## src/rtl/idle_clean_pkg.sv

```systemverilog
package idle_clean_pkg;

  typedef enum logic [0:0] {
    CL_IDLE  = 1'b0,
    CL_WRITE = 1'b1
  } cl_state_e;

endpackage

```

## src/rtl/idle_gate.sv

```systemverilog
// Detects free bus cycles: no other master, no demand request.
// idle_ok rises on the IDLE_HOLD-th consecutive free cycle.
module idle_gate #(
  parameter int IDLE_HOLD = 1
) (
  input  logic clk,
  input  logic rst_n,
  input  logic bus_busy,
  input  logic dmd_req,
  output logic idle_ok
);
  localparam int RUN_W = $clog2(IDLE_HOLD + 1);
  localparam logic [RUN_W-1:0] RUN_MAX = RUN_W'(IDLE_HOLD);
  localparam logic [RUN_W:0]   NEED    = (RUN_W + 1)'(IDLE_HOLD);

  logic             free_now;
  logic [RUN_W-1:0] run_q, run_d;
  logic             run_en;

  always_comb begin
    free_now = !bus_busy && !dmd_req;
    run_en   = free_now ? (run_q != RUN_MAX) : (run_q != '0);
    run_d    = free_now ? (run_q + RUN_W'(1)) : '0;
    idle_ok  = free_now && (({1'b0, run_q} + (RUN_W + 1)'(1)) >= NEED);
  end

  always_ff @(posedge clk or negedge rst_n) begin
    if (!rst_n)      run_q <= '0;
    else if (run_en) run_q <= run_d;
  end

endmodule

```

## src/rtl/dirty_track.sv

```systemverilog
// Per-line dirty bitmap with a population count.
module dirty_track #(
  parameter int NUM_LINES = 16,
  localparam int IDX_W = $clog2(NUM_LINES),
  localparam int CNT_W = $clog2(NUM_LINES + 1)
) (
  input  logic                 clk,
  input  logic                 rst_n,
  input  logic                 set_valid,
  input  logic [IDX_W-1:0]     set_idx,
  input  logic                 clr_a_valid,
  input  logic [IDX_W-1:0]     clr_a_idx,
  input  logic                 clr_b_valid,
  input  logic [IDX_W-1:0]     clr_b_idx,
  output logic [NUM_LINES-1:0] dirty,
  output logic [CNT_W-1:0]     count
);

  for (genvar g = 0; g < NUM_LINES; g++) begin : g_line
    logic set_hit, clr_hit, bit_en, bit_d, bit_q;

    always_comb begin
      set_hit = set_valid && (set_idx == IDX_W'(g));
      clr_hit = (clr_a_valid && (clr_a_idx == IDX_W'(g))) ||
                (clr_b_valid && (clr_b_idx == IDX_W'(g)));
      bit_en  = set_hit || clr_hit;
      bit_d   = set_hit;   // store wins over any clear in the same cycle
    end

    always_ff @(posedge clk or negedge rst_n) begin
      if (!rst_n)      bit_q <= 1'b0;
      else if (bit_en) bit_q <= bit_d;
    end

    assign dirty[g] = bit_q;
  end

  always_comb begin
    count = '0;
    for (int i = 0; i < NUM_LINES; i++) begin
      count = count + CNT_W'(dirty[i]);
    end
  end

endmodule

```

## src/rtl/rr_pick.sv

```systemverilog
// Rotating-priority picker: first set bit at or above ptr, wrapping.
// NUM_LINES must be a power of two so the index wraps naturally.
module rr_pick #(
  parameter int NUM_LINES = 16,
  localparam int IDX_W = $clog2(NUM_LINES)
) (
  input  logic [NUM_LINES-1:0] dirty,
  input  logic [IDX_W-1:0]     ptr,
  output logic                 any,
  output logic [IDX_W-1:0]     idx
);
  logic [NUM_LINES-1:0] rot;
  logic [IDX_W-1:0]     off;

  always_comb begin
    for (int i = 0; i < NUM_LINES; i++) begin
      rot[i] = dirty[ptr + IDX_W'(i)];
    end
    off = '0;
    for (int i = NUM_LINES - 1; i >= 0; i--) begin
      if (rot[i]) off = IDX_W'(i);
    end
    any = |dirty;
    idx = ptr + off;
  end

endmodule

```

## src/rtl/clean_engine.sv

```systemverilog
// Burst sequencer: starts a line write on an allowed cycle, walks the beats,
// and decides whether the line may be marked clean at the end.
module clean_engine
  import idle_clean_pkg::*;
#(
  parameter int NUM_LINES = 16,
  parameter int BEATS     = 4,
  localparam int IDX_W  = $clog2(NUM_LINES),
  localparam int BEAT_W = $clog2(BEATS)
) (
  input  logic              clk,
  input  logic              rst_n,
  input  logic              any_dirty,
  input  logic [IDX_W-1:0]  pick_idx,
  input  logic              dmd_req,
  input  logic              idle_ok,
  input  logic              flush,
  input  logic              mem_ack,
  input  logic              st_valid,
  input  logic [IDX_W-1:0]  st_idx,
  output logic              wb_valid,
  output logic [IDX_W-1:0]  wb_idx,
  output logic [BEAT_W-1:0] wb_beat,
  output logic              wb_last,
  output logic              clr_valid,
  output logic [IDX_W-1:0]  clr_idx,
  output logic [IDX_W-1:0]  ptr,
  output logic              dmd_gnt
);
  localparam logic [BEAT_W-1:0] LAST_BEAT = BEAT_W'(BEATS - 1);

  cl_state_e         state_q, state_d;
  logic [IDX_W-1:0]  idx_q, idx_d;
  logic [BEAT_W-1:0] beat_q, beat_d;
  logic              hit_q, hit_d;
  logic [IDX_W-1:0]  ptr_q, ptr_d;
  logic              start, at_last, done, st_same, reg_en;

  always_comb begin
    start   = (state_q == CL_IDLE) && any_dirty && !dmd_req && (idle_ok || flush);
    at_last = (beat_q == LAST_BEAT);
    done    = (state_q == CL_WRITE) && mem_ack && at_last;
    st_same = st_valid && (st_idx == idx_q);
    reg_en  = start || (state_q == CL_WRITE);

    state_d = state_q;
    idx_d   = idx_q;
    beat_d  = beat_q;
    hit_d   = hit_q;
    ptr_d   = ptr_q;

    unique case (state_q)
      CL_IDLE: begin
        if (start) begin
          state_d = CL_WRITE;
          idx_d   = pick_idx;
          beat_d  = '0;
          hit_d   = 1'b0;
          ptr_d   = pick_idx + IDX_W'(1);
        end
      end
      CL_WRITE: begin
        if (st_same) hit_d = 1'b1;
        if (mem_ack) begin
          if (at_last) state_d = CL_IDLE;
          else         beat_d  = beat_q + BEAT_W'(1);
        end
      end
      default: state_d = CL_IDLE;
    endcase
  end

  always_ff @(posedge clk or negedge rst_n) begin
    if (!rst_n) begin
      state_q <= CL_IDLE;
      idx_q   <= '0;
      beat_q  <= '0;
      hit_q   <= 1'b0;
      ptr_q   <= '0;
    end else if (reg_en) begin
      state_q <= state_d;
      idx_q   <= idx_d;
      beat_q  <= beat_d;
      hit_q   <= hit_d;
      ptr_q   <= ptr_d;
    end
  end

  always_comb begin
    wb_valid  = (state_q == CL_WRITE);
    wb_idx    = idx_q;
    wb_beat   = beat_q;
    wb_last   = wb_valid && at_last;
    clr_valid = done && !hit_q && !st_same;
    clr_idx   = idx_q;
    ptr       = ptr_q;
    dmd_gnt   = dmd_req && (state_q == CL_IDLE);
  end

endmodule

```

## src/rtl/idle_cleaner.sv

```systemverilog
module idle_cleaner #(
  parameter int NUM_LINES = 16,
  parameter int BEATS     = 4,
  parameter int IDLE_HOLD = 1,
  localparam int IDX_W  = $clog2(NUM_LINES),
  localparam int BEAT_W = $clog2(BEATS),
  localparam int CNT_W  = $clog2(NUM_LINES + 1)
) (
  input  logic              clk,
  input  logic              rst_n,
  input  logic              st_valid,
  input  logic [IDX_W-1:0]  st_idx,
  input  logic              dmd_req,
  input  logic              dmd_clean_valid,
  input  logic [IDX_W-1:0]  dmd_clean_idx,
  input  logic              bus_busy,
  input  logic              flush,
  input  logic              mem_ack,
  output logic              dmd_gnt,
  output logic              wb_valid,
  output logic [IDX_W-1:0]  wb_idx,
  output logic [BEAT_W-1:0] wb_beat,
  output logic              wb_last,
  output logic [CNT_W-1:0]  dirty_cnt
);

  // Reset: asserted asynchronously, released on the clock.
  logic rst_s0_q, rst_sync_n;
  always_ff @(posedge clk or negedge rst_n) begin
    if (!rst_n) begin
      rst_s0_q   <= 1'b0;
      rst_sync_n <= 1'b0;
    end else begin
      rst_s0_q   <= 1'b1;
      rst_sync_n <= rst_s0_q;
    end
  end

  logic                 idle_ok;
  logic [NUM_LINES-1:0] dirty;
  logic                 any_dirty;
  logic [IDX_W-1:0]     pick_idx, ptr;
  logic                 clr_valid;
  logic [IDX_W-1:0]     clr_idx;

  idle_gate #(.IDLE_HOLD(IDLE_HOLD)) u_gate (
    .clk      (clk),
    .rst_n    (rst_sync_n),
    .bus_busy (bus_busy),
    .dmd_req  (dmd_req),
    .idle_ok  (idle_ok)
  );

  dirty_track #(.NUM_LINES(NUM_LINES)) u_track (
    .clk         (clk),
    .rst_n       (rst_sync_n),
    .set_valid   (st_valid),
    .set_idx     (st_idx),
    .clr_a_valid (clr_valid),
    .clr_a_idx   (clr_idx),
    .clr_b_valid (dmd_clean_valid),
    .clr_b_idx   (dmd_clean_idx),
    .dirty       (dirty),
    .count       (dirty_cnt)
  );

  rr_pick #(.NUM_LINES(NUM_LINES)) u_pick (
    .dirty (dirty),
    .ptr   (ptr),
    .any   (any_dirty),
    .idx   (pick_idx)
  );

  clean_engine #(.NUM_LINES(NUM_LINES), .BEATS(BEATS)) u_eng (
    .clk       (clk),
    .rst_n     (rst_sync_n),
    .any_dirty (any_dirty),
    .pick_idx  (pick_idx),
    .dmd_req   (dmd_req),
    .idle_ok   (idle_ok),
    .flush     (flush),
    .mem_ack   (mem_ack),
    .st_valid  (st_valid),
    .st_idx    (st_idx),
    .wb_valid  (wb_valid),
    .wb_idx    (wb_idx),
    .wb_beat   (wb_beat),
    .wb_last   (wb_last),
    .clr_valid (clr_valid),
    .clr_idx   (clr_idx),
    .ptr       (ptr),
    .dmd_gnt   (dmd_gnt)
  );

endmodule

```

## config.mk

```make
export PLATFORM = sky130hd
export DESIGN_NAME = idle_cleaner
export DESIGN_NICKNAME = d
export VERILOG_FILES = /design/src/rtl/idle_clean_pkg.sv /design/src/rtl/idle_gate.sv /design/src/rtl/dirty_track.sv /design/src/rtl/rr_pick.sv /design/src/rtl/clean_engine.sv /design/src/rtl/idle_cleaner.sv
export SDC_FILE = /design/constraint.sdc
export NUM_CORES = 1
export LEC_CHECK = 0
export ABC_AREA = 1
export BUFFER_PORTS_ARGS = -buffer_cell sky130_fd_sc_hd__buf_4
export CAP_MARGIN = 20
export CORE_AREA = 5 5 90 92
export CTS_BUF_LIST = sky130_fd_sc_hd__clkbuf_16
export CTS_CLUSTER_SIZE = 24
export DETAILED_ROUTE_END_ITERATION = 12
export DIE_AREA = 0 0 95 97
export PLACE_DENSITY = 0.64
export SETUP_SLACK_MARGIN = 0.5
export SLEW_MARGIN = 15
export SYNTH_ARGS = -nofsm -noshare
export SYNTH_HDL_FRONTEND = slang
export SYNTH_SLANG_ARGS = --single-unit
```

## constraint.sdc

```tcl
create_clock -name clk -period 9.4 [get_ports clk]
set_clock_uncertainty 0.15 [all_clocks]
set_input_delay 2.82 -clock clk [delete_from_list [all_inputs] [get_ports clk]]
set_output_delay 2.82 -clock clk [all_outputs]
set_load 0.005 [all_outputs]
```

Word-level counts from Yosys, hierarchy flattened
Index checks and enable logic that the tools add are counted.

Logic and storage cells: 295. Input port bits: 16. Flip-flop bits (word level): 31. Output and inout port bits: 14.

Muxes and demuxes: 61. Order comparisons: 17. Equality and inequality tests: 51. Reductions and logical operators: 105. Add/sub/neg operators: 35. Bitwise gates (word level): 2.

Operators with widths (count): $eq 4x4->1 const B (24); $lt 4x5->1 const B (16); $add 5x1->5 (14); $bmux 1 s4 (16); $mux 4 (16); $logic_and 1x1->1 (60); $eq 4x3->1 const B (12); $logic_or 1x1->1 (34); $add 4x4->4 const B (8); $eq 4x2->1 const B (6); $mux 1 (23); $add 4x3->4 const B (4); $reduce_or 16->1 (1); $eq 4x1->1 const B (3); $logic_not 4->1 (3); $add 4x1->4 const B (2); $add 4x2->4 const B (2); $mux 2 (3); $ne 2x2->1 const B (3); $reduce_and 3->1 (2); $add 4x4->4 (1); $eq 4x4->1 (1); $logic_not 1->1 (4); $pmux 1 s2 (2); 10 further kinds (11).

Logic depth before layout (Yosys ltp)
Depth after elaboration: 21. Mapped depth: 34.

Modules after synthesis
From an unflattened synthesis, not the netlist that was laid out.

Cell total of the unflattened synthesis: 533. Area total of the unflattened synthesis: 3543.4 um^2.

By module, submodules not included: dirty_track (cells an instance 206, times used 1, sequential area each 400.4 um^2, area an instance 1545.2 um^2); rr_pick (cells an instance 238, times used 1, sequential area each 0.0 um^2, area an instance 1266.2 um^2); clean_engine (cells an instance 85, times used 1, sequential area each 300.3 um^2, area an instance 674.4 um^2); idle_cleaner (cells an instance 3, times used 1, sequential area each 50.0 um^2, area an instance 53.8 um^2); idle_gate (cells an instance 1, times used 1, sequential area each 0.0 um^2, area an instance 3.8 um^2).

Worst setup path after synthesis
Ideal clock, no wire load.

Path kind: reg-to-output. Start: reg u_track.g_line[15].bit_q. End: out dirty_cnt[4]. Setup slack: 3.163 ns. Data arrival time: 3.267 ns. Stages on the path, launching flop included: 11. Path through: dfrtp_1 -> fa_1 -> inv_1 -> fa_1 -> fa_1 -> fa_1 -> inv_1 -> ha_1 -> inv_1 -> fa_1 -> o21ai_0.

Word-level cells in the longest chain between the ends: 1.

Ends and longest elaborated chain: start, declared (line dirty_track.sv:20) `logic set_hit, clr_hit, bit_en, bit_d, bit_q;`; start signal, assigned (line dirty_track.sv:32) `else if (bit_en) bit_q <= bit_d;`; $add 5x1->5 (line dirty_track.sv:41) `count = count + CNT_W'(dirty[i]);`; end, declared (line idle_cleaner.sv:24) `output logic [CNT_W-1:0] dirty_cnt`.

No other way between the ends.

Worst setup path in the final report
Start: reg u_track.g_line[15].bit_q. End: out dirty_cnt[2].

The elaborated chain is that of the path after synthesis.

==> results.toml <==
[synthesis]
yosys.area.top_type = "dfrtp_1"
synth_cell_types = 34
syn_area_mm2 = 0.00317
ys_warn_count = 0
synth-seq-cells = 30
avgSynthCellArea_um2 = 6.50
synth.yosys.seq_area_share = 0.237
synth_nets = 533
syn_inst = 488
ys_top_cells_by_area = "dfrtp_1 24%, nand2_1 15%, nand3_1 13%"
yosysTopAreaCellShare = 0.237

[critical_path]
crit_arrival_ns = 3.80
cpPeakStageDelay_ns = 0.57
critPathMaxFanout = 4
path_cells = "fa_1 -> inv_1 -> fa_1 -> fa_1 -> fa_1 -> inv_1 -> ha_1 -> inv_1 -> fa_1 -> xnor2_1 -> buf_4"
cp_num_buf_inv = 4
cp-end-kind = "output pin"
crit_type = "reg -> out"
cp_slowest_cell = "fa_1"
r2r_slack_ns = 4.38
worstSetupStartpointType = "flop"
worstPathRequired_ns = 6.43
cpMostUsedCell = "fa_1"
crit_family = "adder cells"

[cells_and_area]
fill_cells = 764
area_growth_pct = 14.8
drive_gt1_frac = 0.0809
final_cell_mix = "131 x nand2_1, 84 x nand3_1, 71 x inv_1, 30 x buf_4, 30 x dfrtp_1"
nets = 563
n_antenna_cell = 0
final_common_cell = "nand2_1"

[detailed_routing]
routedWlPerCell_um = 13.9
dr.pass1.iters = 5
dr_total_vias = 3260
totalWireLength_um = 8600
drc = 0
drt-vias-per-instance = 5.28
postRouteAntennaNets = 0
drtIter0Drc = 230

[clock_tree]
cts_tree = "done"
cts_hold_buf = 0
clk_pin_slew_ns = 0.05
htreeDepth = 2
cts_buffers = 5
cts.repair.resized = 0
cts_buffer_depth = 2
cts_setup_buffers = 0
cts_sinks = 30
root_buffer = "clkbuf_16"
insertion_delay_ns = 0.27

[timing]
fin_crit_ns = 6.77
fmax_ghz = 0.148
drv_slew = 0
finalHoldViolations = 0
slew_headroom = 0.642
finalSetupTns_ns = 0
min_period_over_period = 0.721
rsz0062_at_grt = "false"
tightest_slew_ns = 0.538
setup_viol = 0

[floorplanning]
initial_core_util = 0.445
core_area_mm2 = 0.00714
dieHeight_um = 97
die_w_um = 95
row_count = 31
die_area_mm2 = 0.00922
ios = 30

[grt]
grt_pass1_wl_um = 15200
grt-busiest-layer = "met2"
grt_max_degree = 24
grt_pass1_vias = 3365
antenna_found_initial = 0
met1_usage = 0.278
grt_overflow = 0
gr-usage-all-layers = 0.201
grtUsageMet2 = 0.325
use_met3 = 0.0272

[placed_design]
portBuffers = 29
dp_hpwl_um = 7190
gp_congestion = 0.972

[outcome]
status = "completed"

[hold_path]
hold_path.class = "reg -> async"

[job]
cap_violations = 0
[worst paths after layout]
path	end	from	depth (start not counted)
max	dirty_cnt[2]	u_track.g_line[15].bit_q	11
min	u_eng.clr_idx[2]	rst_sync_n	0
max reg2reg	u_eng.ptr[3]	u_eng.ptr[1]	28
min reg2reg	u_eng.clr_idx[2]	rst_sync_n	0
max in group asynchronous	rst_sync_n	rst_n	1
min in group clk	rst_sync_n	rst_s0_q	0
[per-stage QoR]
stage	util	setup slack (ns)	std cells	instance area, um^2	hold WS (ns)
5_1_grt	0.511	2.48	618	3640	0.114
3_3_place_gp	0.487	3.00	609	3470	0.184
2_1_floorplan	-	3.16	488	3170	0.181
4_1_cts	0.511	2.62	618	3640	0.0854
6_report	0.511	2.63	618	3640	0.0705
3_5_place_dp	0.491	2.90	610	3500	0.0821
[logic make-up after synthesis]
group | count (synthesis) | synth area share
other cells | 1 | 0.00118
xor+xnor | 13 | 0.0383
buf+inv | 83 | 0.104
simple gates | 263 | 0.355
compound gates | 69 | 0.125
fa+ha+maj | 29 | 0.140
flops | 30 | 0.237
[state kept, by name, indices dropped and copies added (netlist names)]
| signal | count |
|---|---|
| rst_s0_q | 1 |
| rst_sync_n | 1 |
| u_eng.clr_idx | 4 |
| u_eng.hit_q | 1 |
| u_eng.ptr | 4 |
| u_eng.wb_beat | 2 |
| u_eng.wb_valid | 1 |
| u_track.g_line.bit_q | 16 |
[layer usage]
layer / up-vias / wire (um)
met5: - / 0
met4: 0 / 129
met3: 13 / 404
met2: 82 / 4100
met1: 1503 / 3970
li1: 1662 / -
[area by class of cell]
| class | instances | area [um^2] | share of cell area |
|---|---|---|---|
| Multi-Input combinational cell | 375 | 2090 | 0.575 |
| Sequential cell | 30 | 751 | 0.206 |
| Inverter | 75 | 282 | 0.0773 |
| Timing Repair Buffer | 31 | 253 | 0.0694 |
| Clock buffer | 5 | 125 | 0.0343 |
| Tap cell | 99 | 124 | 0.0340 |
| Clock inverter | 3 | 16.3 | 0.00446 |
[synth_stat cells]
library cell	n
nand2_1	131
o21a_1	2
buf_4	1
buf_2	5
a22o_1	1
o2111ai_1	1
fa_1	11
a21boi_0	1
a221oi_1	1
xnor2_1	4
nor4_1	1
a21oi_1	10
o21ai_1	6
xnor2_2	1
nand3b_1	2
dfrtp_1	30
nor3_1	14
inv_1	71
inv_2	2
clkbuf_1	1
nor2_1	28
o31ai_1	6
ha_1	18
clkinv_1	2
o22ai_1	6
nand4_1	2
nand3_1	84
buf_6	1
conb_1	1
a211oi_1	1
xor2_1	8
a31oi_1	5
o21ai_0	29
nor2_2	1
Power is left out: the tool's default activity adds up to more than one toggle a clock period on the data nets, which glitch-free logic cannot reach.
